<file path="config.mk">
export PLATFORM = sky130hd
export DESIGN_NAME = set_victim_picker
export DESIGN_NICKNAME = d
export VERILOG_FILES = /design/src/rtl/vs_pkg.sv /design/src/rtl/vs_lru_state.sv /design/src/rtl/vs_thread_scan.sv /design/src/rtl/vs_thread_pick.sv /design/src/rtl/set_victim_picker.sv
export SDC_FILE = /design/constraint.sdc
export NUM_CORES = 1
export LEC_CHECK = 0
export ABC_AREA = 1
export BUFFER_PORTS_ARGS = -buffer_cell sky130_fd_sc_hd__buf_2
export CAP_MARGIN = 40
export CELL_PAD_IN_SITES_DETAIL_PLACEMENT = 1
export CELL_PAD_IN_SITES_GLOBAL_PLACEMENT = 2
export CORE_MARGIN = 3
export CORE_UTILIZATION = 33
export CTS_BUF_LIST = sky130_fd_sc_hd__clkbuf_16
export DETAILED_ROUTE_END_ITERATION = 10
export HOLD_SLACK_MARGIN = 0.1
export PLACE_DENSITY = 0.87
export SYNTH_ARGS = -nofsm -noshare
export SYNTH_HDL_FRONTEND = slang
export SYNTH_SLANG_ARGS = --single-unit
</file>
<file path="constraint.sdc">
create_clock -name clk -period 19.6 [get_ports clk]
set_input_delay 1.96 -clock clk [delete_from_list [all_inputs] [get_ports clk]]
set_output_delay 1.96 -clock clk [all_outputs]
set_load 0.05 [all_outputs]
</file>
<file path="src/rtl/vs_pkg.sv">
package vs_pkg;
    typedef enum logic [1:0] {
        ST_IDLE      = 2'd0,
        ST_PICK      = 2'd1,
        ST_WAIT_FILL = 2'd2
    } vs_state_e;
endpackage

</file>
<file path="src/rtl/vs_lru_state.sv">
module vs_lru_state #(
    parameter int WAYS    = 16,
    parameter int THREADS = 4,
    localparam int WAY_W  = $clog2(WAYS),
    localparam int TID_W  = $clog2(THREADS)
) (
    input  logic                         clk,
    input  logic                         rst_n,
    input  logic                         hit_en,
    input  logic [WAY_W-1:0]             hit_way,
    input  logic                         fill_en,
    input  logic [WAY_W-1:0]             fill_way,
    input  logic [TID_W-1:0]             fill_tid,
    output logic [WAYS-1:0]              way_valid,
    output logic [WAYS-1:0][TID_W-1:0]   way_tid,
    output logic [WAYS-1:0][WAY_W-1:0]   way_age
);
    logic             acc_en;
    logic [WAY_W-1:0] acc_way;
    logic [WAY_W-1:0] ref_age;

    // Fill has priority; a hit on an invalid way is dropped.
    assign acc_en  = fill_en | (hit_en & way_valid[hit_way]);
    assign acc_way = fill_en ? fill_way : hit_way;
    assign ref_age = way_valid[acc_way] ? way_age[acc_way] : '1;

    for (genvar g = 0; g < WAYS; g++) begin : g_way
        always_ff @(posedge clk) begin
            if (!rst_n) begin
                way_valid[g] <= 1'b0;
                way_tid[g]   <= '0;
                way_age[g]   <= '1;
            end else if (acc_en) begin
                if (acc_way == WAY_W'(g)) begin
                    way_age[g] <= '0;
                    if (fill_en) begin
                        way_valid[g] <= 1'b1;
                        way_tid[g]   <= fill_tid;
                    end
                end else if (way_valid[g] && (way_age[g] < ref_age)) begin
                    way_age[g] <= way_age[g] + WAY_W'(1);
                end
            end
        end
    end
endmodule

</file>
<file path="src/rtl/vs_thread_scan.sv">
module vs_thread_scan #(
    parameter int WAYS    = 16,
    parameter int THREADS = 4,
    parameter int TID_ID  = 0,
    localparam int WAY_W  = $clog2(WAYS),
    localparam int TID_W  = $clog2(THREADS),
    localparam int CNT_W  = $clog2(WAYS + 2)
) (
    input  logic [WAYS-1:0]              way_valid,
    input  logic [WAYS-1:0][TID_W-1:0]   way_tid,
    input  logic [WAYS-1:0][WAY_W-1:0]   way_age,
    input  logic [TID_W-1:0]             miss_tid,
    output logic [CNT_W-1:0]             blk_cnt,
    output logic                         has_blk,
    output logic [WAY_W-1:0]             old_way,
    output logic [WAY_W-1:0]             old_age
);
    always_comb begin
        blk_cnt = {{(CNT_W-1){1'b0}}, (miss_tid == TID_W'(TID_ID))};
        has_blk = 1'b0;
        old_way = '0;
        old_age = '0;
        for (int w = 0; w < WAYS; w++) begin
            if (way_valid[w] && (way_tid[w] == TID_W'(TID_ID))) begin
                blk_cnt = blk_cnt + CNT_W'(1);
                if (!has_blk || (way_age[w] > old_age)) begin
                    old_way = WAY_W'(w);
                    old_age = way_age[w];
                end
                has_blk = 1'b1;
            end
        end
    end
endmodule

</file>
<file path="src/rtl/vs_thread_pick.sv">
module vs_thread_pick #(
    parameter int WAYS    = 16,
    parameter int THREADS = 4,
    localparam int WAY_W  = $clog2(WAYS),
    localparam int CNT_W  = $clog2(WAYS + 2)
) (
    input  logic [WAYS-1:0]                way_valid,
    input  logic [THREADS-1:0]             active,
    input  logic [THREADS-1:0][CNT_W-1:0]  blk_cnt,
    input  logic [THREADS-1:0]             has_blk,
    input  logic [THREADS-1:0][WAY_W-1:0]  old_way,
    input  logic [THREADS-1:0][WAY_W-1:0]  old_age,
    output logic [WAY_W-1:0]               pick_way
);
    logic             idle_found;
    logic [WAY_W-1:0] idle_way;
    logic             dead_found;
    logic [WAY_W-1:0] dead_way;
    logic [WAY_W-1:0] dead_age;
    logic             big_found;
    logic [WAY_W-1:0] big_way;
    logic [WAY_W-1:0] big_age;
    logic [CNT_W-1:0] big_cnt;

    // Lowest free way, scanned downward so the last hit wins.
    always_comb begin
        idle_found = 1'b0;
        idle_way   = '0;
        for (int w = WAYS - 1; w >= 0; w--) begin
            if (!way_valid[w]) begin
                idle_found = 1'b1;
                idle_way   = WAY_W'(w);
            end
        end
    end

    always_comb begin
        dead_found = 1'b0;
        dead_way   = '0;
        dead_age   = '0;
        big_found  = 1'b0;
        big_way    = '0;
        big_age    = '0;
        big_cnt    = '0;
        for (int t = 0; t < THREADS; t++) begin
            if (has_blk[t] && !active[t]) begin
                if (!dead_found || (old_age[t] > dead_age)) begin
                    dead_way = old_way[t];
                    dead_age = old_age[t];
                end
                dead_found = 1'b1;
            end
            if (has_blk[t]) begin
                if (!big_found || (blk_cnt[t] > big_cnt) ||
                    ((blk_cnt[t] == big_cnt) && (old_age[t] > big_age))) begin
                    big_way = old_way[t];
                    big_age = old_age[t];
                    big_cnt = blk_cnt[t];
                end
                big_found = 1'b1;
            end
        end
    end

    always_comb begin
        if (idle_found)      pick_way = idle_way;
        else if (dead_found) pick_way = dead_way;
        else                 pick_way = big_way;
    end
endmodule

</file>
<file path="src/rtl/set_victim_picker.sv">
module set_victim_picker
    import vs_pkg::*;
#(
    parameter int WAYS    = 16,
    parameter int THREADS = 4,
    localparam int WAY_W  = $clog2(WAYS),
    localparam int TID_W  = $clog2(THREADS),
    localparam int CNT_W  = $clog2(WAYS + 2)
) (
    input  logic               clk,
    input  logic               rst_n,
    input  logic               miss_req,
    input  logic [TID_W-1:0]   miss_tid,
    input  logic [THREADS-1:0] active_mask,
    input  logic               hit_req,
    input  logic [WAY_W-1:0]   hit_way,
    input  logic               fill_req,
    output logic               victim_vld,
    output logic [WAY_W-1:0]   victim_way
);
    vs_state_e          state;
    logic [TID_W-1:0]   lat_tid;
    logic [THREADS-1:0] lat_mask;
    logic               fill_en;
    logic               hit_en;
    logic [WAY_W-1:0]   pick_way;

    logic [WAYS-1:0]              way_valid;
    logic [WAYS-1:0][TID_W-1:0]   way_tid;
    logic [WAYS-1:0][WAY_W-1:0]   way_age;

    logic [THREADS-1:0][CNT_W-1:0] blk_cnt;
    logic [THREADS-1:0]            has_blk;
    logic [THREADS-1:0][WAY_W-1:0] old_way;
    logic [THREADS-1:0][WAY_W-1:0] old_age;

    assign fill_en = (state == ST_WAIT_FILL) && fill_req;
    assign hit_en  = hit_req && !fill_en;

    // State register and miss capture
    always_ff @(posedge clk) begin
        if (!rst_n) begin
            state    <= ST_IDLE;
            lat_tid  <= '0;
            lat_mask <= '0;
        end else begin
            unique case (state)
                ST_IDLE: begin
                    if (miss_req) begin
                        state    <= ST_PICK;
                        lat_tid  <= miss_tid;
                        lat_mask <= active_mask;
                    end
                end
                ST_PICK:      state <= ST_WAIT_FILL;
                ST_WAIT_FILL: if (fill_req) state <= ST_IDLE;
                default:      state <= ST_IDLE;
            endcase
        end
    end

    // Outputs
    always_ff @(posedge clk) begin
        if (!rst_n) begin
            victim_vld <= 1'b0;
            victim_way <= '0;
        end else begin
            unique case (state)
                ST_PICK: begin
                    victim_vld <= 1'b1;
                    victim_way <= pick_way;
                end
                ST_WAIT_FILL: if (fill_req) victim_vld <= 1'b0;
                default:      victim_vld <= 1'b0;
            endcase
        end
    end

    vs_lru_state #(.WAYS(WAYS), .THREADS(THREADS)) i_lru (
        .clk       (clk),
        .rst_n     (rst_n),
        .hit_en    (hit_en),
        .hit_way   (hit_way),
        .fill_en   (fill_en),
        .fill_way  (victim_way),
        .fill_tid  (lat_tid),
        .way_valid (way_valid),
        .way_tid   (way_tid),
        .way_age   (way_age)
    );

    for (genvar t = 0; t < THREADS; t++) begin : g_scan
        vs_thread_scan #(.WAYS(WAYS), .THREADS(THREADS), .TID_ID(t)) i_scan (
            .way_valid (way_valid),
            .way_tid   (way_tid),
            .way_age   (way_age),
            .miss_tid  (lat_tid),
            .blk_cnt   (blk_cnt[t]),
            .has_blk   (has_blk[t]),
            .old_way   (old_way[t]),
            .old_age   (old_age[t])
        );
    end

    vs_thread_pick #(.WAYS(WAYS), .THREADS(THREADS)) i_pick (
        .way_valid (way_valid),
        .active    (lat_mask),
        .blk_cnt   (blk_cnt),
        .has_blk   (has_blk),
        .old_way   (old_way),
        .old_age   (old_age),
        .pick_way  (pick_way)
    );
endmodule

</file>
# Word level (Yosys, flattened, before mapping)
# Index checks and enable logic that the tools add are counted.
[totals]
in_bits = 15
elab_cells = 1080
memories = 0
latch_bits = 0
mem_bits_rw = 0
romBits = 0
output_inout_bits = 5
ff_bits = 125
[op_classes]
order_cmp = 87
eq_ne = 73
div_mod_pow = 0
n_bitwise = 2
n_mul = 0
muxes = 487
n_addsub = 80
shift = 0
n_reduce_logical = 298
[op_table]
columns = ["op", "count"]
rows = [
  ["$mux W4", 317],
  ["$mux W5", 69],
  ["$add A5 B1 Y5 const B", 60],
  ["$gt A4 B4 Y1", 66],
  ["$mux W1", 94],
  ["$logic_and A1 B1 Y1", 89],
  ["$logic_not A1 Y1", 71],
  ["$eq A2 B2 Y1 const B", 35],
  ["$logic_or A1 B1 Y1", 69],
  ["$add A4 B1 Y4 const B", 16],
  ["$lt A4 B4 Y1", 16],
  ["$reduce_and A3 Y1", 16],
  ["$eq A2 B1 Y1 const B", 18],
  ["$logic_not A2 Y1", 18],
  ["$reduce_and A2 Y1", 18],
  ["$eq A4 B4 Y1 const B", 8],
  ["$reduce_bool A2 Y1", 16],
  ["$bmux W4 S4", 1],
  ["$eq A4 B3 Y1 const B", 4],
  ["$eq A5 B5 Y1", 3],
  ["$gt A5 B5 Y1", 3],
  ["$lt A4 B5 Y1 const B", 2],
  ["$add A1 B1 Y2 const B", 4],
  ["$bmux W1 S4", 2],
  ["9 further kinds", 12],
]

# Depth between registers and ports, before layout
# Gate-level depths: netlist of the first run.
[logic_depth]
depth_word = 81
mapped_depth = 198
ltp_nobuf = 194

# By module
# Synthesis of the first run repeated with hierarchy kept, for this count alone.
[hier_totals]
cells_unflattened = 4826
area_unflattened_um2 = 27171.1
[modules_own_cells]
columns = ["module", "instances", "seq_area_each_um2", "cells_each", "area_each_um2"]
rows = [
  ["vs_lru_state", 1, 2242.2, 1184, 7563.5],
  ["vs_thread_scan (g_scan[1].i_scan)", 1, 0.0, 798, 4259.1],
  ["vs_thread_scan (g_scan[2].i_scan)", 1, 0.0, 796, 4252.8],
  ["vs_thread_scan (g_scan[0].i_scan)", 1, 0.0, 798, 4237.8],
  ["vs_thread_scan (g_scan[3].i_scan)", 1, 0.0, 784, 4219.0],
  ["vs_thread_pick", 1, 0.0, 395, 2104.5],
  ["set_victim_picker", 1, 260.2, 71, 534.3],
]

# Worst setup path after synthesis of the first run
# No wires, ideal clock.
[synth_path]
kind = "reg-to-reg"
start = "register i_lru.way_tid[0] in the netlist's numbering"
end = "register victim_way[2]"
period_less_slack_ns = 21.571
setup_time_ns = 0.120
n_path_buf = 2
path_slack_ns = -1.971
stages_incl_launch_ff = 161
arrival_ns = 21.451
required_ns = 19.480
path_cell_list = "dfxtp_1 -> inv_1 -> nor3_1 -> nand2_1 -> ha_1 -> nand2_1 -> o21ai_0 -> a21oi_1 -> nor2_1 -> inv_1 -> o21ai_0 -> ha_1 -> inv_1 -> nor2_1 -> o211ai_1 -> nand2_1 -> nand2_1 -> nand2_1 -> (+125 left out) -> nor3b_1 -> o21bai_1 -> nand3_1 -> nand2_1 -> clkbuf_1 -> o21ai_0 -> ha_1 -> nand2_1 -> nor2_1 -> nand2_1 -> a221oi_1 -> a221o_1 -> o21ai_0 -> or2_2 -> nand3_1 -> nand2_1 -> nand2_1 -> a21oi_1"
[synth_between]
elab_chain_len = 81
word_cells_on_any_way = 684
classes_between = "add/sub (60); order compare (69); eq/ne (6); mux (402); reduce/logical (147)"
[synth_lines]
columns = ["item", "line", "text"]
rows = [
  ["from (decl)", "vs_lru_state.sv:15", "output logic [WAYS-1:0][TID_W-1:0] way_tid,"],
  ["from (signal, indexed assignment)", "vs_lru_state.sv:38", "way_tid[g] <= fill_tid;"],
  ["$logic_not A2 Y1", "vs_thread_scan.sv:24", "if (way_valid[w] && (way_tid[w] == TID_W'(TID_ID))) begin"],
  ["$logic_and A1 B1 Y1", "vs_thread_scan.sv:24", ""],
  ["$mux W4 or $mux W1 (tied branches)", "vs_thread_scan.sv:24", ""],
  ["$gt A4 B4 Y1 or $logic_not A1 Y1 (tied branches)", "vs_thread_scan.sv:26", "if (!has_blk || (way_age[w] > old_age)) begin"],
  ["$logic_or A1 B1 Y1", "vs_thread_scan.sv:26", ""],
  ["$mux W4", "vs_thread_scan.sv:26", ""],
  ["$mux W4", "vs_thread_scan.sv:24", ""],
  ["$gt A4 B4 Y1", "vs_thread_scan.sv:26", ""],
  ["(+65 left out)", "-", ""],
  ["$mux W5 or $mux W4 (tied branches)", "vs_thread_pick.sv:53", "if (has_blk[t]) begin"],
  ["$gt A5 B5 Y1, or another cell as far along", "vs_thread_pick.sv:54", "if (!big_found || (blk_cnt[t] > big_cnt) ||"],
  ["$logic_or A1 B1 Y1 or $logic_and A1 B1 Y1 (tied branches)", "vs_thread_pick.sv:54, vs_thread_pick.sv:55", ""],
  ["$logic_or A1 B1 Y1", "vs_thread_pick.sv:54", ""],
  ["$mux W4", "vs_thread_pick.sv:54", ""],
  ["$mux W4", "vs_thread_pick.sv:53", ""],
  ["$mux W4 *", "vs_thread_pick.sv:67", "else if (dead_found) pick_way = dead_way;"],
  ["$mux W4 *", "vs_thread_pick.sv:66", "if (idle_found) pick_way = idle_way;"],
  ["to (signal assigned)", "set_victim_picker.sv:71", "victim_way <= pick_way;"],
  ["to (decl)", "set_victim_picker.sv:19", "output logic [WAY_W-1:0] victim_way"],
]
# Mark *: on every way between the ends. The rest lies on a longest branch, timed or not.
# A chain may end at the register's enable or synchronous reset.

# Worst setup path in the final report of the first run
[layout_path]
start = "register i_lru.way_valid[0]"
end = "register victim_way[1]"
[layout_between]
elab_chain_len = 80
word_cells_on_any_way = 682
classes_between = "add/sub (60); order compare (69); eq/ne (3); mux (404); reduce/logical (146)"
[layout_lines]
columns = ["item", "line", "text"]
rows = [
  ["from (decl)", "vs_lru_state.sv:14", "output logic [WAYS-1:0] way_valid,"],
  ["from (signal, indexed assignment)", "vs_lru_state.sv:30", "way_valid[g] <= 1'b0;"],
  ["from (signal, indexed assignment)", "vs_lru_state.sv:37", "way_valid[g] <= 1'b1;"],
  ["$logic_and A1 B1 Y1", "vs_thread_scan.sv:24", ""],
  ["$mux W4 or $mux W1 (tied branches)", "vs_thread_scan.sv:24", ""],
  ["$gt A4 B4 Y1 or $logic_not A1 Y1 (tied branches)", "vs_thread_scan.sv:26", ""],
  ["$logic_or A1 B1 Y1", "vs_thread_scan.sv:26", ""],
  ["$mux W4", "vs_thread_scan.sv:26", ""],
  ["$mux W4", "vs_thread_scan.sv:24", ""],
  ["$gt A4 B4 Y1", "vs_thread_scan.sv:26", ""],
  ["$logic_or A1 B1 Y1", "vs_thread_scan.sv:26", ""],
  ["(+64 left out)", "-", ""],
  ["$mux W5 or $mux W4 (tied branches)", "vs_thread_pick.sv:53", ""],
  ["$gt A5 B5 Y1, or another cell as far along", "vs_thread_pick.sv:54", ""],
  ["$logic_or A1 B1 Y1 or $logic_and A1 B1 Y1 (tied branches)", "vs_thread_pick.sv:54, vs_thread_pick.sv:55", ""],
  ["$logic_or A1 B1 Y1", "vs_thread_pick.sv:54", ""],
  ["$mux W4", "vs_thread_pick.sv:54", ""],
  ["$mux W4", "vs_thread_pick.sv:53", ""],
  ["$mux W4", "vs_thread_pick.sv:67", ""],
  ["$mux W4 *", "vs_thread_pick.sv:66", ""],
]
# Marked as above.

==> results.json, run 1 <==
{
  "netlist_top_cells_area": "ha_1, nand2_1, dfxtp_1, inv_1, o21ai_0",
  "start_kind": "register",
  "p_per_area_nw_per_um2": 24.5,
  "rows": 97,
  "cts.clk_slew.worst_paths_ns": 0.07,
  "syn-num-nets": 4376,
  "cp_data_required_time_ns": 19.92,
  "cts_buffers": 17,
  "yosysSeqAreaShare": 0.106,
  "ios": 20,
  "p_comb_frac": 0.241,
  "worstHoldStart": "victim_vld",
  "gp_congestion": 0.885,
  "via_count": 29600,
  "dpl_cell_area_sq_um": 28900,
  "synth_compound_area_frac": 0.196,
  "cp_slowest_cell": "dfxtp_2",
  "vdd_ir_drop_max_v": 0.0000662,
  "cts_root_buf": "clkbuf_16",
  "clk_latency_ns": 0.47,
  "viasPerCell": 5.32,
  "clock_sinks": 125,
  "synth_warnings": 0,
  "r2r-end": "victim_way[1]",
  "synth_area_leader_cell": "ha_1",
  "violations": "setup timing",
  "cpPeakStageDelay_ns": 0.36,
  "utilization": 0.446,
  "firstDrtPassIters": 5,
  "setup.worst_path.end_class": "register",
  "drtIter0Drc": 1471,
  "worst-path-buf-inv": 31,
  "area_growth_pct": 33.0,
  "cts_tree": "done",
  "final.setup_skew_ns": 0.0131,
  "synth_top_cell_area_share": 0.208,
  "avgSynthCellArea_sq_um": 5.98,
  "die_h_um": 274,
  "critPathKind": "reg -> reg",
  "grt_pass1_wl_um": 158000,
  "cts_buffer_depth": 2,
  "cp_max_fo": 8,
  "cts_max_level": 4,
  "clkPwrFrac": 0.407,
  "wl_per_cell_um": 19.0,
  "critical-path-top-delay-family": "compound AO/OA/AOI/OAI gates",
  "regToRegStartpoint": "i_lru.way_valid[0]",
  "async_reset_ff_frac": 0,
  "slew_viol_final": 0,
  "drt_wl_total_um": 105000,
  "grt_max_degree": 59,
  "grt_use_total": 0.265,
  "synth_fa_ha_area_frac": 0.208,
  "yosys.area_share.simple": 0.328,
  "die_w_um": 274,
  "ant_nets": 0,
  "drc": 0,
  "ys_ff_latch": 125,
  "hold_depth": 2,
  "switching_power_mw": 0.287,
  "cp.arrival_ns": 22.22,
  "grt_pass1_vias": 29300,
  "die_area_sq_um": 75100,
  "synthMuxAreaShare": 0.00770,
  "grt-ovfl-total": 0,
  "max-cap-violations": 0,
  "synthDistinctLibCells": 52,
  "p_sw_frac": 0.371,
  "num-nets-final": 5012,
  "setup_viol": 4,
  "dp_hpwl_um": 83600,
  "design_area_sq_um": 31500,
  "rsz0062_at_grt": "yes",
  "coreArea_sq_um": 70600,
  "io_buffer_count": 19,
  "pwr-share-seq": 0.351,
  "hold_violations": 0,
  "status": "complete, but fails checks",
  "antenna_found_initial": 0,
  "fmax_ghz": 0.0457,
  "maxSlewHeadroom": 0.306,
  "ys.flop_type": "dfxtp_1",
  "holdPathEnd": "victim_vld",
  "p_leak_nw": 16.7,
  "reg2reg_depth": 175,
  "netlist_area_sq_um": 23700,
  "start_util": 0.336,
  "worst_slack_ns": -2.30,
  "yosysMostFrequentCell": "nand2_1",
  "ys_top_cells_by_count": "nand2_1, inv_1, ha_1",
  "syn_inst": 3966,
  "synth_edf_count": 0,
  "synth_top_family_by_area": "simple AND/OR/NAND/NOR gates",
  "cp_common_cell": "nand2_1",
  "layout-drive-gt1-share": 0.234,
  "tightest_slew_ns": 1.03,
  "ff2ff_setup_slack_ns": -2.30,
  "synth_xor_area_frac": 0.0439,
  "p_int_mw": 0.486,
  "hold_path.class": "reg -> reg",
  "period_share": 1.12,
  "fin_crit_ns": 21.90
}
## stage by stage
| stage | TNS (ns) | power (mW) | hold WS (ns) | std cells | setup WS, ns |
|---|---|---|---|---|---|
| floorplan | 0 | 0.381 | 0.456 | 3966 | 0.00427 |
| global placement | -10.48 | 0.445 | 0.464 | 5400 | -2.70 |
| detailed placement | -13.86 | 0.451 | 0.475 | 5414 | -3.51 |
| CTS | -10.05 | 0.764 | 0.493 | 5467 | -2.57 |
| global route | -15.81 | 0.806 | 0.520 | 5555 | -3.97 |
| finish | -9.11 | 0.773 | 0.490 | 5556 | -2.30 |
## cell usage in the layout (no fill, tap or decap), types with 8 or more instances in the layout
cell,Yosys,final
nor2_4,0,9
buf_2,6,26
nand2_2,42,87
o21ai_1,18,103
a2111oi_0,15,15
nor3_2,5,8
ha_4,0,33
a21oi_1,172,154
o21bai_1,38,37
a21oi_2,0,18
a31oi_1,23,23
o21ai_2,8,72
o21a_1,16,16
a22oi_1,12,9
nor3_1,95,89
o22ai_1,28,28
inv_1,601,562
nor2_2,0,10
nor2_1,224,207
xor2_1,69,69
buf_4,5,620
dfxtp_1,125,122
xnor2_1,50,50
clkinv_1,16,13
nand2_1,1114,1051
ha_1,395,360
o21ai_0,388,232
o211ai_1,70,70
or2_2,13,12
nand4_1,105,105
clkbuf_16,0,17
nand3_2,6,9
inv_2,17,53
o21ai_4,0,9
nand2_4,11,35
nand3_1,188,185
## flip-flops by register name, summed over array words and instances (netlist names)
register,cells
lat_mask,4
i_lru.way_age,64
state,2
victim_vld,1
victim_way,4
lat_tid,2
i_lru.way_tid,32
i_lru.way_valid,16
## worst min-delay path: stages (launching register included)
cell and delay [ns]:
dfxtp_1 0.33, nor2_1 0.05, nor2_1 0.08
## power by group through the flow
| stage | clock (mW) | sequential (mW) | combinational [mW] |
|---|---|---|---|
| floorplan | 0 | 0.273 | 0.108 |
| global placement | 0 | 0.276 | 0.169 |
| detailed placement | 0 | 0.277 | 0.175 |
| CTS | 0.317 | 0.271 | 0.177 |
| global route | 0.327 | 0.272 | 0.207 |
| finish | 0.315 | 0.271 | 0.187 |
## worst max-delay path by stage
| stage | start | cells past startpoint | slack, ns | to |
|---|---|---|---|---|
| 3_3_place_gp | i_lru.way_tid[1] | 158 | -2.70 | victim_way[0] |
| 4_1_cts | i_lru.way_tid[0] | 165 | -2.57 | victim_way[0] |
| 5_1_grt | i_lru.way_valid[0] | 176 | -3.97 | victim_way[2] |
| 6_report | i_lru.way_valid[0] | 175 | -2.30 | victim_way[1] |
| 2_1_floorplan | i_lru.way_tid[1] | 165 | 0.004 | victim_way[2] |
| 3_5_place_dp | i_lru.way_tid[1] | 159 | -3.51 | victim_way[0] |
## routing by layer
metal  vias to the layer above  routed length (um)  GRT usage
met1                     14200               45500      0.324
met5                         -                   0          0
li1                      14600                   -          -
met4                         0                4180     0.0915
met2                       590               52100      0.479
met3                       229                3740     0.0275
## cell families (layout without fill, tap and decap cells)
group                      count (synthesis)  after routing
adders and majority gates                395            395
other                                      0              1
xor gates and xnor gates                 119            119
muxes                                     18             18
buffers and inverters                    681           1320
AOI/OAI and AO/OA                        812            814
DFF                                      125            125
and+or+nand+nor                         1816           1824
## cell type report
cell class / instances / area, sq um
Antenna cell: 1 / 2.50
Clock buffer: 17 / 425
Clock inverter: 15 / 115
Fill cell: 9541 / 39100
Inverter: 634 / 2400
Multi-Input combinational cell: 3170 / 20000
Sequential cell: 125 / 2510
Tap cell: 940 / 1180
Timing Repair Buffer: 653 / 4860
Timing Repair inverter: 1 / 7.51
## what timing repair did
| item | in CTS | in global routing |
|---|---|---|
| buffers inserted | 17 | 82 |
| hold buffers | 0 | 0 |
| setup endpoints to repair | 4 | 4 |
| pin swaps | 18 | 216 |
| resized for setup | 65 | 362 |
| gates cloned | 4 | 8 |
Power figures use the tool's default switching activity.
==> run 2: changes to the inputs <==
--- a/config.mk
+++ b/config.mk
@@ -11,11 +11,12 @@
 export CELL_PAD_IN_SITES_DETAIL_PLACEMENT = 1
 export CELL_PAD_IN_SITES_GLOBAL_PLACEMENT = 2
 export CORE_MARGIN = 3
-export CORE_UTILIZATION = 33
+export CORE_UTILIZATION = 35
 export CTS_BUF_LIST = sky130_fd_sc_hd__clkbuf_16
 export DETAILED_ROUTE_END_ITERATION = 10
 export HOLD_SLACK_MARGIN = 0.1
-export PLACE_DENSITY = 0.87
+export PLACE_DENSITY = 0.9
 export SYNTH_ARGS = -nofsm -noshare
 export SYNTH_HDL_FRONTEND = slang
+export SYNTH_HIERARCHICAL = 1
 export SYNTH_SLANG_ARGS = --single-unit
==> constraint.sdc (replaced) <==
create_clock -name clk -period 22.6 [get_ports clk]
set_input_delay 2.26 -clock clk [delete_from_list [all_inputs] [get_ports clk]]
set_output_delay 2.26 -clock clk [all_outputs]
set_load 0.05 [all_outputs]
==> results.json, run 2 <==
{
  "die_w_um": 285,
  "yosysMostFrequentCell": "nand2_1",
  "rows": 101,
  "cpPeakStageDelay_ns": 0.52,
  "met3_usage": 0.0204,
  "p_int_mw": 0.432,
  "grt-ovfl-total": 0,
  "setup.worst_path.end_class": "register",
  "clkPwrFrac": 0.423,
  "num-nets-final": 5366,
  "io_buffer_count": 19,
  "syn_inst": 4826,
  "netlist_top_cells_area": "nand2_1, ha_1, inv_1, dfxtp_1, nand3_1",
  "grt_pass1_wl_um": 170000,
  "antenna_found_initial": 0,
  "ys_ff_latch": 125,
  "cp_common_cell": "nand2_1",
  "maxSlewHeadroom": 0.385,
  "cp.arrival_ns": 21.83,
  "cts_max_level": 4,
  "fin_total_pwr_mw": 0.686,
  "reg2reg_depth": 187,
  "clock_sinks": 125,
  "start_util": 0.355,
  "largestRegisters": "i_lru/way_age: 64 flops, i_lru/way_tid: 32 flops, i_lru/way_valid: 16 flops",
  "critPathKind": "reg -> reg",
  "worst_slack_ns": 1.14,
  "period_share": 0.950,
  "largest_reg_flops": 64,
  "tightest_slew_ns": 0.921,
  "final.setup_skew_ns": 0.0122,
  "gr-usage-met2": 0.471,
  "synth_top_cell_area_share": 0.205,
  "status": "completed",
  "ios": 20,
  "layout-drive-gt1-share": 0.152,
  "hold_path.class": "reg -> reg",
  "fin_crit_ns": 21.46,
  "p_comb_frac": 0.238,
  "ys.flop_type": "dfxtp_1",
  "cts_buffer_depth": 2,
  "cts.clk_slew.worst_paths_ns": 0.07,
  "grt_use_met1": 0.323,
  "syn-num-nets": 5180,
  "setup-tns-final_ns": 0,
  "utilization": 0.412,
  "drt_wl_total_um": 113000,
  "antenna_cells": 0,
  "coreArea_sq_um": 76500,
  "slew_viol_final": 0,
  "worstHoldStart": "victim_vld",
  "drc": 0,
  "gp_congestion": 0.901,
  "avgSynthCellArea_sq_um": 5.63,
  "switching_power_mw": 0.253,
  "hold_depth": 2,
  "nFillCells": 10600,
  "grt_max_degree": 54,
  "drtIter0Drc": 1887,
  "synth_warnings": 6,
  "grt_pass1_vias": 30600,
  "cp_max_fo": 12,
  "p_sw_frac": 0.369,
  "yosysSeqAreaShare": 0.0921,
  "synth_edf_count": 0,
  "area_growth_pct": 15.9,
  "cp_slowest_cell": "dfxtp_1",
  "synth_area_leader_cell": "nand2_1",
  "netlist_area_sq_um": 27200,
  "max-cap-violations": 0,
  "design_area_sq_um": 31500,
  "clk_latency_ns": 0.47,
  "busiest_layer": "met2",
  "regToRegStartpoint": "i_lru/way_age[5]",
  "dp_hpwl_um": 89900,
  "ys_top_cells_by_count": "nand2_1, inv_1, nand3_1",
  "cts_buffers": 17,
  "layout_commonest_cell": "nand2_1",
  "final_cell_mix": "nand2_1, inv_1, nand3_1",
  "dpl_cell_area_sq_um": 28800,
  "fmax_ghz": 0.0466,
  "setup_viol": 0,
  "grt_use_total": 0.263,
  "place_ws_ns": -0.131,
  "critPathLaunch": "i_lru/way_age[5]",
  "pwr-share-seq": 0.339,
  "cts_root_buf": "clkbuf_16",
  "synthDistinctLibCells": 49,
  "vdd_ir_drop_max_v": 0.0000562,
  "via_count": 31900,
  "ant_nets": 0,
  "die_area_sq_um": 81000,
  "async_reset_ff_frac": 0,
  "firstDrtPassIters": 7,
  "viasPerCell": 5.27,
  "cts_tree": "done",
  "p_per_area_nw_per_um2": 21.8,
  "cp_data_required_time_ns": 22.97,
  "hold_violations": 0,
  "start_kind": "register",
  "p_leak_nw": 18.9,
  "regMostFlops": "i_lru/way_age",
  "wl_per_cell_um": 18.6,
  "die_h_um": 285
}
## run 2: stage by stage
stage / hold WS (ns) / std cells
after global routing: 0.534 / 6055
final: 0.498 / 6055
after global placement: 0.467 / 5881
after floorplan: 0.452 / 4826
after CTS: 0.507 / 5921
after detailed placement: 0.491 / 5889
## run 2: logic make-up (layout without fill, tap and decap cells)
logic type	after synthesis	count (layout)	share of synthesized area
buf+inv	921	1109	0.133
mux	2	2	0.000829
simple gates	2800	2811	0.470
xor+xnor	136	136	0.0438
compound gates	503	503	0.104
flops	125	125	0.0921
fa+ha+maj	339	339	0.156
## run 2: what timing repair did
| action | 4_1_cts | 5_1_grt |
|---|---|---|
| cloned | 0 | 12 |
| hold endpoints to repair | 0 | 0 |
| hold buffers | 0 | 0 |
| buffers inserted | 0 | 122 |
| pin swaps | 0 | 197 |
| gates resized for setup | 5 | 325 |
| endpoints found under the setup margin | 4 | 4 |
## run 2: per-layer routing
metal | up-vias | wire, um
met3 | 219 | 3630
met5 | - | 0
met2 | 554 | 54500
met1 | 15200 | 49200
li1 | 15900 | -
met4 | 0 | 5510
## run 2: layout make-up
cell class / count / area [sq um] / area share
well taps: 1030 / 1290 / 0.0409
clock buffers: 17 / 425 / 0.0135
flip-flops and latches: 125 / 2510 / 0.0798
repair buffers: 215 / 1740 / 0.0554
inverters: 862 / 3260 / 0.103
multi-input cells: 3791 / 22100 / 0.702
clock inverters: 15 / 166 / 0.00528
## run 2: power by group through the flow
stage	Clock [mW]	Sequential, mW	Combinational [mW]
after global routing	0.303	0.232	0.183
after global placement	0	0.238	0.147
after CTS	0.295	0.232	0.156
after floorplan	0	0.237	0.104
final	0.290	0.232	0.163
after detailed placement	0	0.237	0.155
## run 2: final timing paths
kind	endpoint	slack (ns)
setup / recovery	victim_way[1]	1.14
hold / removal	victim_vld	0.50
setup reg to reg	victim_way[1]	1.14
hold reg to reg	victim_vld	0.50
## run 2: critical path, delay by kind of cell (launching register included)
family,cells,cell delay (ns)
flops,1,0.52
compound gates,31,3.93
fa+ha+maj,18,5.17
buf+inv,25,2.10
simple gates,113,9.64
